**config.mk**
```make
export PLATFORM = sky130hd
export DESIGN_NAME = ps2_dev_xcvr
export DESIGN_NICKNAME = d
export VERILOG_FILES = /design/src/rtl/ps2_dev_xcvr.sv
export SDC_FILE = /design/constraint.sdc
export NUM_CORES = 1
export LEC_CHECK = 0
export CAP_MARGIN = 40
export CORE_ASPECT_RATIO = 1.75
export CORE_MARGIN = 2
export CORE_UTILIZATION = 50
export CTS_CLUSTER_DIAMETER = 120
export DETAILED_ROUTE_END_ITERATION = 16
export PLACE_DENSITY = 0.75
export SYNTH_ARGS = -nofsm -noshare
export SYNTH_HDL_FRONTEND = slang
export SYNTH_SLANG_ARGS = --single-unit
```
**constraint.sdc**
```tcl
create_clock -name clk -period 2.5 [get_ports clk]
set_clock_uncertainty 0.15 [all_clocks]
set_input_delay 0.75 -clock clk [delete_from_list [all_inputs] [get_ports clk]]
set_output_delay 0.75 -clock clk [all_outputs]
set_load 0.01 [all_outputs]
```
**src/rtl/ps2_dev_xcvr.sv**
```systemverilog
module ps2_dev_xcvr #(
  parameter int DATA_W      = 8,
  parameter int SYNC_STAGES = 2
) (
  input  logic              clk,
  input  logic              rst,
  input  logic              half_tick,
  input  logic              poll_tick,
  input  logic              clk_line_i,
  input  logic              dat_line_i,
  output logic              clk_pull_o,
  output logic              dat_pull_o,
  input  logic              snd_req,
  input  logic [DATA_W-1:0] snd_byte,
  output logic              ready,
  output logic [DATA_W-1:0] rx_byte,
  output logic              rx_valid,
  output logic              rx_par_err
);

  localparam int STEP_W = $clog2(2*DATA_W + 11);
  localparam logic [STEP_W-1:0] S1       = STEP_W'(1);
  localparam logic [STEP_W-1:0] S2       = STEP_W'(2);
  localparam logic [STEP_W-1:0] S3       = STEP_W'(3);
  localparam logic [STEP_W-1:0] S4       = STEP_W'(4);
  localparam logic [STEP_W-1:0] ODD_LAST = STEP_W'(2*DATA_W + 1);
  localparam logic [STEP_W-1:0] EVN_LAST = STEP_W'(2*DATA_W + 2);
  localparam logic [STEP_W-1:0] PAR      = STEP_W'(2*DATA_W + 3);
  localparam logic [STEP_W-1:0] SND_END  = STEP_W'(2*DATA_W + 10);

  typedef enum logic [1:0] {IDLE, SEND, RECV} mode_t;

  mode_t                  state;
  logic [STEP_W-1:0]      step;
  logic [SYNC_STAGES-1:0] csync, dsync;
  logic [DATA_W-1:0]      tx_sh, rx_sh;
  logic                   par_acc, rx_par;
  logic                   clk_s, dat_s, odd_data, even_data;

  assign clk_s     = csync[SYNC_STAGES-1];
  assign dat_s     = dsync[SYNC_STAGES-1];
  assign ready     = (state == IDLE) && clk_s && dat_s;
  assign odd_data  = (step >= S3) && (step <= ODD_LAST) && step[0];
  assign even_data = (step >= S4) && (step <= EVN_LAST) && !step[0];

  always_ff @(posedge clk) begin
    if (rst) begin
      csync <= '1;
      dsync <= '1;
    end else begin
      csync <= {csync[SYNC_STAGES-2:0], clk_line_i};
      dsync <= {dsync[SYNC_STAGES-2:0], dat_line_i};
    end
  end

  always_ff @(posedge clk) begin
    if (rst) begin
      state      <= IDLE;
      step       <= '0;
      clk_pull_o <= 1'b0;
      dat_pull_o <= 1'b0;
      tx_sh      <= '0;
      rx_sh      <= '0;
      par_acc    <= 1'b0;
      rx_par     <= 1'b0;
      rx_byte    <= '0;
      rx_valid   <= 1'b0;
      rx_par_err <= 1'b0;
    end else begin
      rx_valid <= 1'b0;
      case (state)
        IDLE: begin
          clk_pull_o <= 1'b0;
          dat_pull_o <= 1'b0;
          step       <= '0;
          if (snd_req && ready) begin
            state   <= SEND;
            step    <= S1;
            tx_sh   <= snd_byte;
            par_acc <= 1'b0;
          end else if (poll_tick && clk_s && !dat_s) begin
            state <= RECV;
            step  <= S1;
          end
        end
        SEND: if (half_tick) begin
          step <= step + S1;
          if (step == S1) dat_pull_o <= 1'b1;
          else if (step == S2) clk_pull_o <= 1'b1;
          else if (odd_data) begin
            dat_pull_o <= ~tx_sh[0];
            par_acc    <= par_acc ^ tx_sh[0];
            tx_sh      <= tx_sh >> 1;
            clk_pull_o <= 1'b0;
          end else if (even_data) begin
            clk_pull_o <= 1'b1;
            if (!clk_s) begin
              state      <= RECV;
              step       <= S2;
              dat_pull_o <= 1'b0;
            end
          end else if (step == PAR) begin
            dat_pull_o <= par_acc;
            clk_pull_o <= 1'b0;
          end else if (step == PAR + S1) clk_pull_o <= 1'b1;
          else if (step == PAR + S2) begin
            clk_pull_o <= 1'b0;
            dat_pull_o <= 1'b0;
          end else if (step == PAR + S3) clk_pull_o <= 1'b1;
          else if (step == PAR + S4) clk_pull_o <= 1'b0;
          else if (step >= SND_END) begin
            state <= IDLE;
            step  <= '0;
          end
        end
        RECV: if (half_tick) begin
          step <= step + S1;
          if (step == S1) begin
            clk_pull_o <= 1'b1;
            rx_sh      <= '0;
          end else if (step == S2) clk_pull_o <= 1'b0;
          else if (odd_data) begin
            clk_pull_o <= 1'b1;
            rx_sh      <= {dat_s, rx_sh[DATA_W-1:1]};
          end else if (even_data) clk_pull_o <= 1'b0;
          else if (step == PAR) begin
            clk_pull_o <= 1'b1;
            rx_par     <= dat_s;
          end else if (step == PAR + S1) begin
            clk_pull_o <= 1'b0;
            dat_pull_o <= 1'b1;
          end else if (step == PAR + S2) clk_pull_o <= 1'b1;
          else if (step == PAR + S3) begin
            clk_pull_o <= 1'b0;
            dat_pull_o <= 1'b0;
          end else begin
            rx_byte    <= rx_sh;
            rx_valid   <= 1'b1;
            rx_par_err <= ~(^rx_sh ^ rx_par);
            state      <= IDLE;
            step       <= '0;
          end
        end
        default: state <= IDLE;
      endcase
    end
  end

  AST_IDLE_RELEASED: assert property (@(posedge clk) disable iff (rst)
    (state == IDLE) |-> (!clk_pull_o && !dat_pull_o));
  AST_REFUSED_REQ: assert property (@(posedge clk) disable iff (rst)
    (state == IDLE && snd_req && !ready) |=> (state != SEND));
  AST_STEP_HOLD: assert property (@(posedge clk) disable iff (rst)
    (state != IDLE && !half_tick) |=> $stable(step));
  AST_ABORT_TO_RX: assert property (@(posedge clk) disable iff (rst)
    (state == SEND && half_tick && even_data && !clk_s) |=>
      (state == RECV && clk_pull_o && !dat_pull_o));
  AST_RXV_PULSE: assert property (@(posedge clk) disable iff (rst)
    rx_valid |=> !rx_valid);
  AST_ACK_WINDOW: assert property (@(posedge clk) disable iff (rst)
    (state == RECV && dat_pull_o) |-> (step == PAR + S2 || step == PAR + S3));

endmodule

```
; ---- Word level (Yosys, flattened, before mapping)
; Index checks and enable logic that the tools add are counted.
[op_classes]
n_eq_ne = 41
order_cmp = 5
add_sub_neg = 1
bitwise = 14
reduce_logical = 25
n_mux = 102
[op_table]
columns = operator, count
row1 = 2-to-1 mux 5 bit, 21
row2 = 2-to-1 mux 8 bit, 8
row3 = 2-to-1 mux 2 bit, 23
row4 = 2-to-1 mux 1 bit, 44
row5 = "!= test 2 bit, second input constant", 15
row6 = "!= test 3 bit, second input constant", 10
row7 = "equality test 5 bit, second input constant", 5
row8 = AND reduction 21 bit, 1
row9 = "!= test 9 bit, second input constant", 2
row10 = case mux 8 bit (2 select lines), 1
row11 = case mux 5 bit (3 select lines), 1
row12 = AND reduction 14 bit, 1
row13 = "!= test 6 bit, second input constant", 2
row14 = NOT 1 bit, 12
row15 = AND reduction 6 bit, 2
row16 = "less-or-equal comparator 5 bit, second input constant", 2
row17 = AND reduction 10 bit, 1
row18 = OR reduction 10 bit, 1
row19 = logical AND 1 bit, 9
row20 = parity 8 bit, 1
row21 = AND reduction 7 bit, 1
row22 = case mux 1 bit (3 select lines), 2
row23 = case mux 2 bit (3 select lines), 1
row24 = "adder 5 x 1 -> 5 bit, second input constant", 1
row25 = other kinds (18), 21
[totals]
in_bits = 15
elab_cells = 201
regBits = 41

; ---- Logic depth before layout (Yosys ltp)
[logic_depth]
depth_word = 13
mapped_depth = 10
mapped_depth_nobuf = 8

; ---- Worst setup path before layout
; Ideal clock, no wire load.
[synth_path]
path_type = register to register
startpoint = register step[1]
endpoint = register rx_byte[0]
stages_incl_launch_ff = 10
path_buffers = 2
t_arrival_ns = 2.127
slack_ns = 0.096
setup_ns = 0.128
path_cell_list = dfxtp_1 > ha_1 > or4_1 > a32o_1 > buf_6 > nor4_1 > nand3_1 > buf_4 > mux2i_1 > nor2_1
[synth_via]
elab_chain_cells = 5
elab_cells_between_ends = 23
[synth_rtl]
columns = item, line_no
row1 = start: declaration, 34  ; logic [STEP_W-1:0] step;
row2 = start signal: assignment, 87  ; step <= step + S1;
row3 = start signal: assignment, 117  ; step <= step + S1;
row4 = greater-or-equal comparator 5 x 3 -> 1 bit (tied with other cells), 44  ; assign even_data = (step >= S4) && (step <= EVN_LAST) && !step[0];
row5 = "logical AND 1 bit, on equally long branches (2 in a row)", "44, 43"
row6 = NOT 1 bit (no line), n/a
row7 = AND reduction 10 bit (no line) *, n/a
row8 = end signal: assignment, 137  ; rx_byte <= rx_sh;
row9 = end: declaration, 16  ; output logic [DATA_W-1:0] rx_byte,
; Mark *: on every way between the ends. The rest lies on a longest branch, timed or not.
; A chain may end at the register's enable or synchronous reset.

; ---- Final worst setup path
[layout_path]
startpoint = register step[1]
endpoint = register tx_sh[3]
[layout_via]
elab_chain_cells = 5
elab_cells_between_ends = 10
[layout_rtl]
columns = item, line_no
row1 = greater-or-equal comparator 5 x 2 -> 1 bit or less-or-equal comparator 5 bit (tied branches), 43  ; assign odd_data = (step >= S3) && (step <= ODD_LAST) && step[0];
row2 = logical AND 1 bit (2 in a row), 43
row3 = != test 2 bit (no line), n/a
row4 = AND reduction 6 bit (no line) *, n/a
row5 = end signal: assignment, 79  ; tx_sh <= snd_byte;
row6 = end signal: assignment, 93  ; tx_sh <= tx_sh >> 1;
row7 = end: declaration, 36  ; logic [DATA_W-1:0] tx_sh, rx_sh;
; Marked as above.

==> flow_metrics.tcl <==
set metrics [dict create \
    synth_adder_area_share_pct 4.07 \
    seqPwrFrac_pct 30.8 \
    path_delay_family "simple AND/OR/NAND/NOR gates" \
    number_of_flops_mapped_to_enable_cells_by_yosys 0 \
    tightestPinTransition_ns 0.369 \
    pwr-share-comb_pct 51.9 \
    ys.warnings.count 0 \
    grt-busiest-layer "met2" \
    proportion_of_synthesized_flip_flops_having_asynchronous_set_or_reset_pct 0 \
    critPathCaptureType "flop" \
    crit_path_cell_trace "ha_2 > or4_4 > a32o_2 > buf_6 > and4b_2 > o21ai_4 > buf_12 > mux2i_2 > nor2_1" \
    fillers 407 \
    critical-path-max-stage-delay_ns 0.41 \
    min-delay-path-class "flop to flop" \
    run_status "finished clean" \
    synth.net_count 320 \
    worstSkewPairLatency_ns 0.30 \
    fp.dieH_um 96.8 \
    io_buffers 27 \
    synth_compound_gate_area_share_pct 21.8 \
    cts.path.max_buffers 2 \
    global_route.usage.met3_pct 3.07 \
    cp.required_ns 2.53 \
    pwr-share-clk_pct 17.2 \
    critPathKind "flop to flop" \
    startpoint "step[1]$_SDFFE_PP0P_" \
    first_pass_grt_wire_length_mm 11.0 \
    min_from "csync[0]$_SDFF_PP1_" \
    clock-root-buffer "clkbuf_8" \
    htreeDepth 2 \
    drt_iter0_drc 104 \
    min_period_ns 2.48 \
    route.detailed.vias_per_inst 6.16 \
    timing.final.max_slew_violations 0 \
    synthToLayoutAreaGrowth_pct 29.2 \
    maxCapViolCount 0 \
    post_synthesis_share_of_cell_area_spent_on_xor_and_xnor_gates_pct 3.20 \
    mostFrequentLayoutCells "40 x dfxtp_1, 33 x nor2_1, 30 x buf_4" \
    leakage_nw 1.24 \
    fmax_ghz 0.404 \
    timing_hold_violations_final 0 \
    global_route.usage.met1_pct 25.7 \
    fin_worst_hold_slack_ns 0.262 \
    most_common_cell_after_layout_fill_and_taps_aside "dfxtp_1" \
    fp.dieW_um 57.1 \
    routed_wirelength_mm 7.07 \
    postRouteAntennaNets 0 \
    ir_worst_vdd_uv 581 \
    worstSetupStartpointType "flop" \
    synth-simple-area-share_pct 21.0 \
    clkSlewWorstSetupHoldPaths_ns 0.09 \
    antenna_found_initial 0 \
    finalNonFillerCells 400 \
    timing.critical_path.buf_inv 2 \
    initial_utilization_pct 52.3 \
    gp_congestion 0.887 \
    numCtsBuffers 5 \
    p_per_area_nw_per_um2 812 \
    drt_drc_violations_left 0 \
    drive_gt1_share_pct 22.1 \
    ys_seq_elements 41 \
    post-place-cells 386 \
    final_min_period_over_clock_period_pct 99.1 \
    cp_slowest_cell "or4_4" \
    p_sw_w 0.00101 \
    antennaDiodeCount 0 \
    track_usage_pct 24.8 \
    detailed_place.area_um2 2940 \
    p_int_w 0.00157 \
    synth_sequential_area_ratio_pct 33.3 \
    tns_ns 0 \
    setup_repair_after_global_routing_missed_its_margin "yes" \
    syn_avg_cell_area_um2 8.29 \
    tritoncts "done" \
    dpl.hpwl_mm 5.00 \
    synthesis.instances 297 \
    grt_overflow_total 0 \
    core_area_um2 4710 \
    clock_sink_count 41 \
    seqCellArea_um2 822 \
    multi_input_area_um2 1590 \
    finalSetupViolations 0 \
    switching_part_of_the_total_pct 39.2 \
    yosys-mux-area-fraction_pct 11.3 \
    worst-endpoint-arrival_ns 2.51 \
    die_area_um2 5520 \
    wire_per_inst_um 17.7 \
    synthesis.area_um2 2460 \
    grt_pass1_vias 2384 \
    drt_pre_antenna_iters 5 \
    grt_start_max_net_pins 43 \
    slew_limit_headroom_pct 75.2 \
    final_net_count 370 \
    main_combinational_cell_family_by_area_after_synthesis "compound AO/OA/AOI/OAI gates" \
    layout.cell_area.non_filler_um2 3180 \
    rows 33 \
    grt.met2_usage_pct 45.8 \
    ys.flop_type "dfxtp_1" \
    detailroute.via_count 2463 \
    crit_fanout 7 \
    ios 28 \
    synth_cell_types 56 \
    critical_path.reg2reg.startpoint "step[1]$_SDFFE_PP0P_" \
]
## sequential cells by signal, indices dropped and copies added, names as in the netlist, 2 cells and up
name / cells
rx_byte: 8
csync: 2
dsync: 2
rx_sh: 8
state: 2
tx_sh: 8
step: 5
## power groups by stage
| stage | registers [W] | logic (W) | clock network, W |
|---|---|---|---|
| 3_5_place_dp | 0.000805 | 0.00112 | 0 |
| 4_1_cts | 0.000793 | 0.00118 | 0.000448 |
| 5_1_grt | 0.000807 | 0.00143 | 0.000470 |
| 3_3_place_gp | 0.000801 | 0.00110 | 0 |
| 2_1_floorplan | 0.000801 | 0.000730 | 0 |
| 6_report | 0.000796 | 0.00134 | 0.000444 |
## worst paths after layout
kind / to / slack (ns) / cells past startpoint
setup reg to reg: tx_sh[3]$_SDFFE_PP0P_ / 0.02 / 9
setup / recovery: tx_sh[3]$_SDFFE_PP0P_ / 0.02 / 9
hold / removal: csync[1]$_SDFF_PP1_ / 0.26 / 1
hold reg to reg: csync[1]$_SDFF_PP1_ / 0.26 / 1
## layout make-up
cell class | count | share of cell area, %
Inverter | 10 | 1.18
Clock inverter | 2 | 0.472
Sequential cell | 41 | 25.8
Multi-Input combinational cell | 227 | 49.9
Tap cell | 52 | 2.05
Timing Repair Buffer | 62 | 18.3
Clock buffer | 6 | 2.28
## worst register-to-register path, delay by kind of cell, from the launching register on
| family | cells | cell delay [ns] |
|---|---|---|
| adders and majority gates | 1 | 0.17 |
| muxes | 1 | 0.21 |
| buffers and inverters | 2 | 0.29 |
| and+or+nand+nor | 3 | 0.73 |
| AOI/OAI and AO/OA | 2 | 0.46 |
| DFF | 1 | 0.35 |
## Yosys cell counts, types with 2 or more instances
master | number | share of area, %
dfxtp_1 | 41 | 33
nor2_1 | 34 | 5.2
a21oi_1 | 24 | 4.9
mux2i_1 | 20 | 8.1
o21ai_0 | 19 | 3.9
nand3_1 | 18 | 3.7
nand2_1 | 16 | 2.4
clkbuf_1 | 13 | 2.0
inv_1 | 10 | 1.5
ha_1 | 8 | 4.1
xnor2_1 | 8 | 2.8
mux2_2 | 7 | 3.2
nand2b_1 | 5 | 1.3
nor3_1 | 5 | 1.0
or2_2 | 5 | 1.3
a211oi_1 | 4 | 1.2
and2_1 | 4 | 1.0
nor2b_1 | 4 | 1.0
o211ai_1 | 4 | 1.2
a311oi_1 | 2 | 0.71
a31oi_1 | 2 | 0.51
and3_1 | 2 | 0.51
buf_1 | 2 | 0.30
buf_6 | 2 | 0.91
nor4_1 | 2 | 0.51
nor4bb_1 | 2 | 0.81
o211a_1 | 2 | 0.81
o21bai_1 | 2 | 0.61
o31ai_1 | 2 | 0.61
or4_1 | 2 | 0.61
## per-layer routing
layer / share of wire (%) / wire [µm]
met4: 4.0 / 280
met5: 0 / 0
met3: 4.8 / 337
met1: 36 / 2530
met2: 55 / 3920
## stage by stage
stage                     setup slack (ns)  total power, W  utilization (%)
after floorplan                     0.0958         0.00153                -
after global placement             -0.0543         0.00190             62.4
after detailed placement           -0.0866         0.00192             62.4
after CTS                          0.00264         0.00243             64.9
after global routing               -0.0532         0.00271             67.6
final                               0.0222         0.00258             67.6
## what timing repair did
action / 4_1_cts / 5_1_grt
buffers inserted: 2 / 3
cloned: 0 / 1
pin swaps: 3 / 4
gates resized for setup: 3 / 20
endpoints found under the setup margin: 9 / 26
hold buffers: 0 / 0
hold endpoints to repair: 0 / 0
## cell families (layout without fill, tap and decap cells)
logic type | Yosys count | count (layout)
buffers and inverters | 29 | 80
and+or+nand+nor | 104 | 104
adders and majority gates | 8 | 8
muxes | 27 | 27
AOI/OAI and AO/OA | 79 | 79
xor gates and xnor gates | 9 | 9
DFF | 41 | 41
No activity file was read; power rests on OpenSTA's default activity.
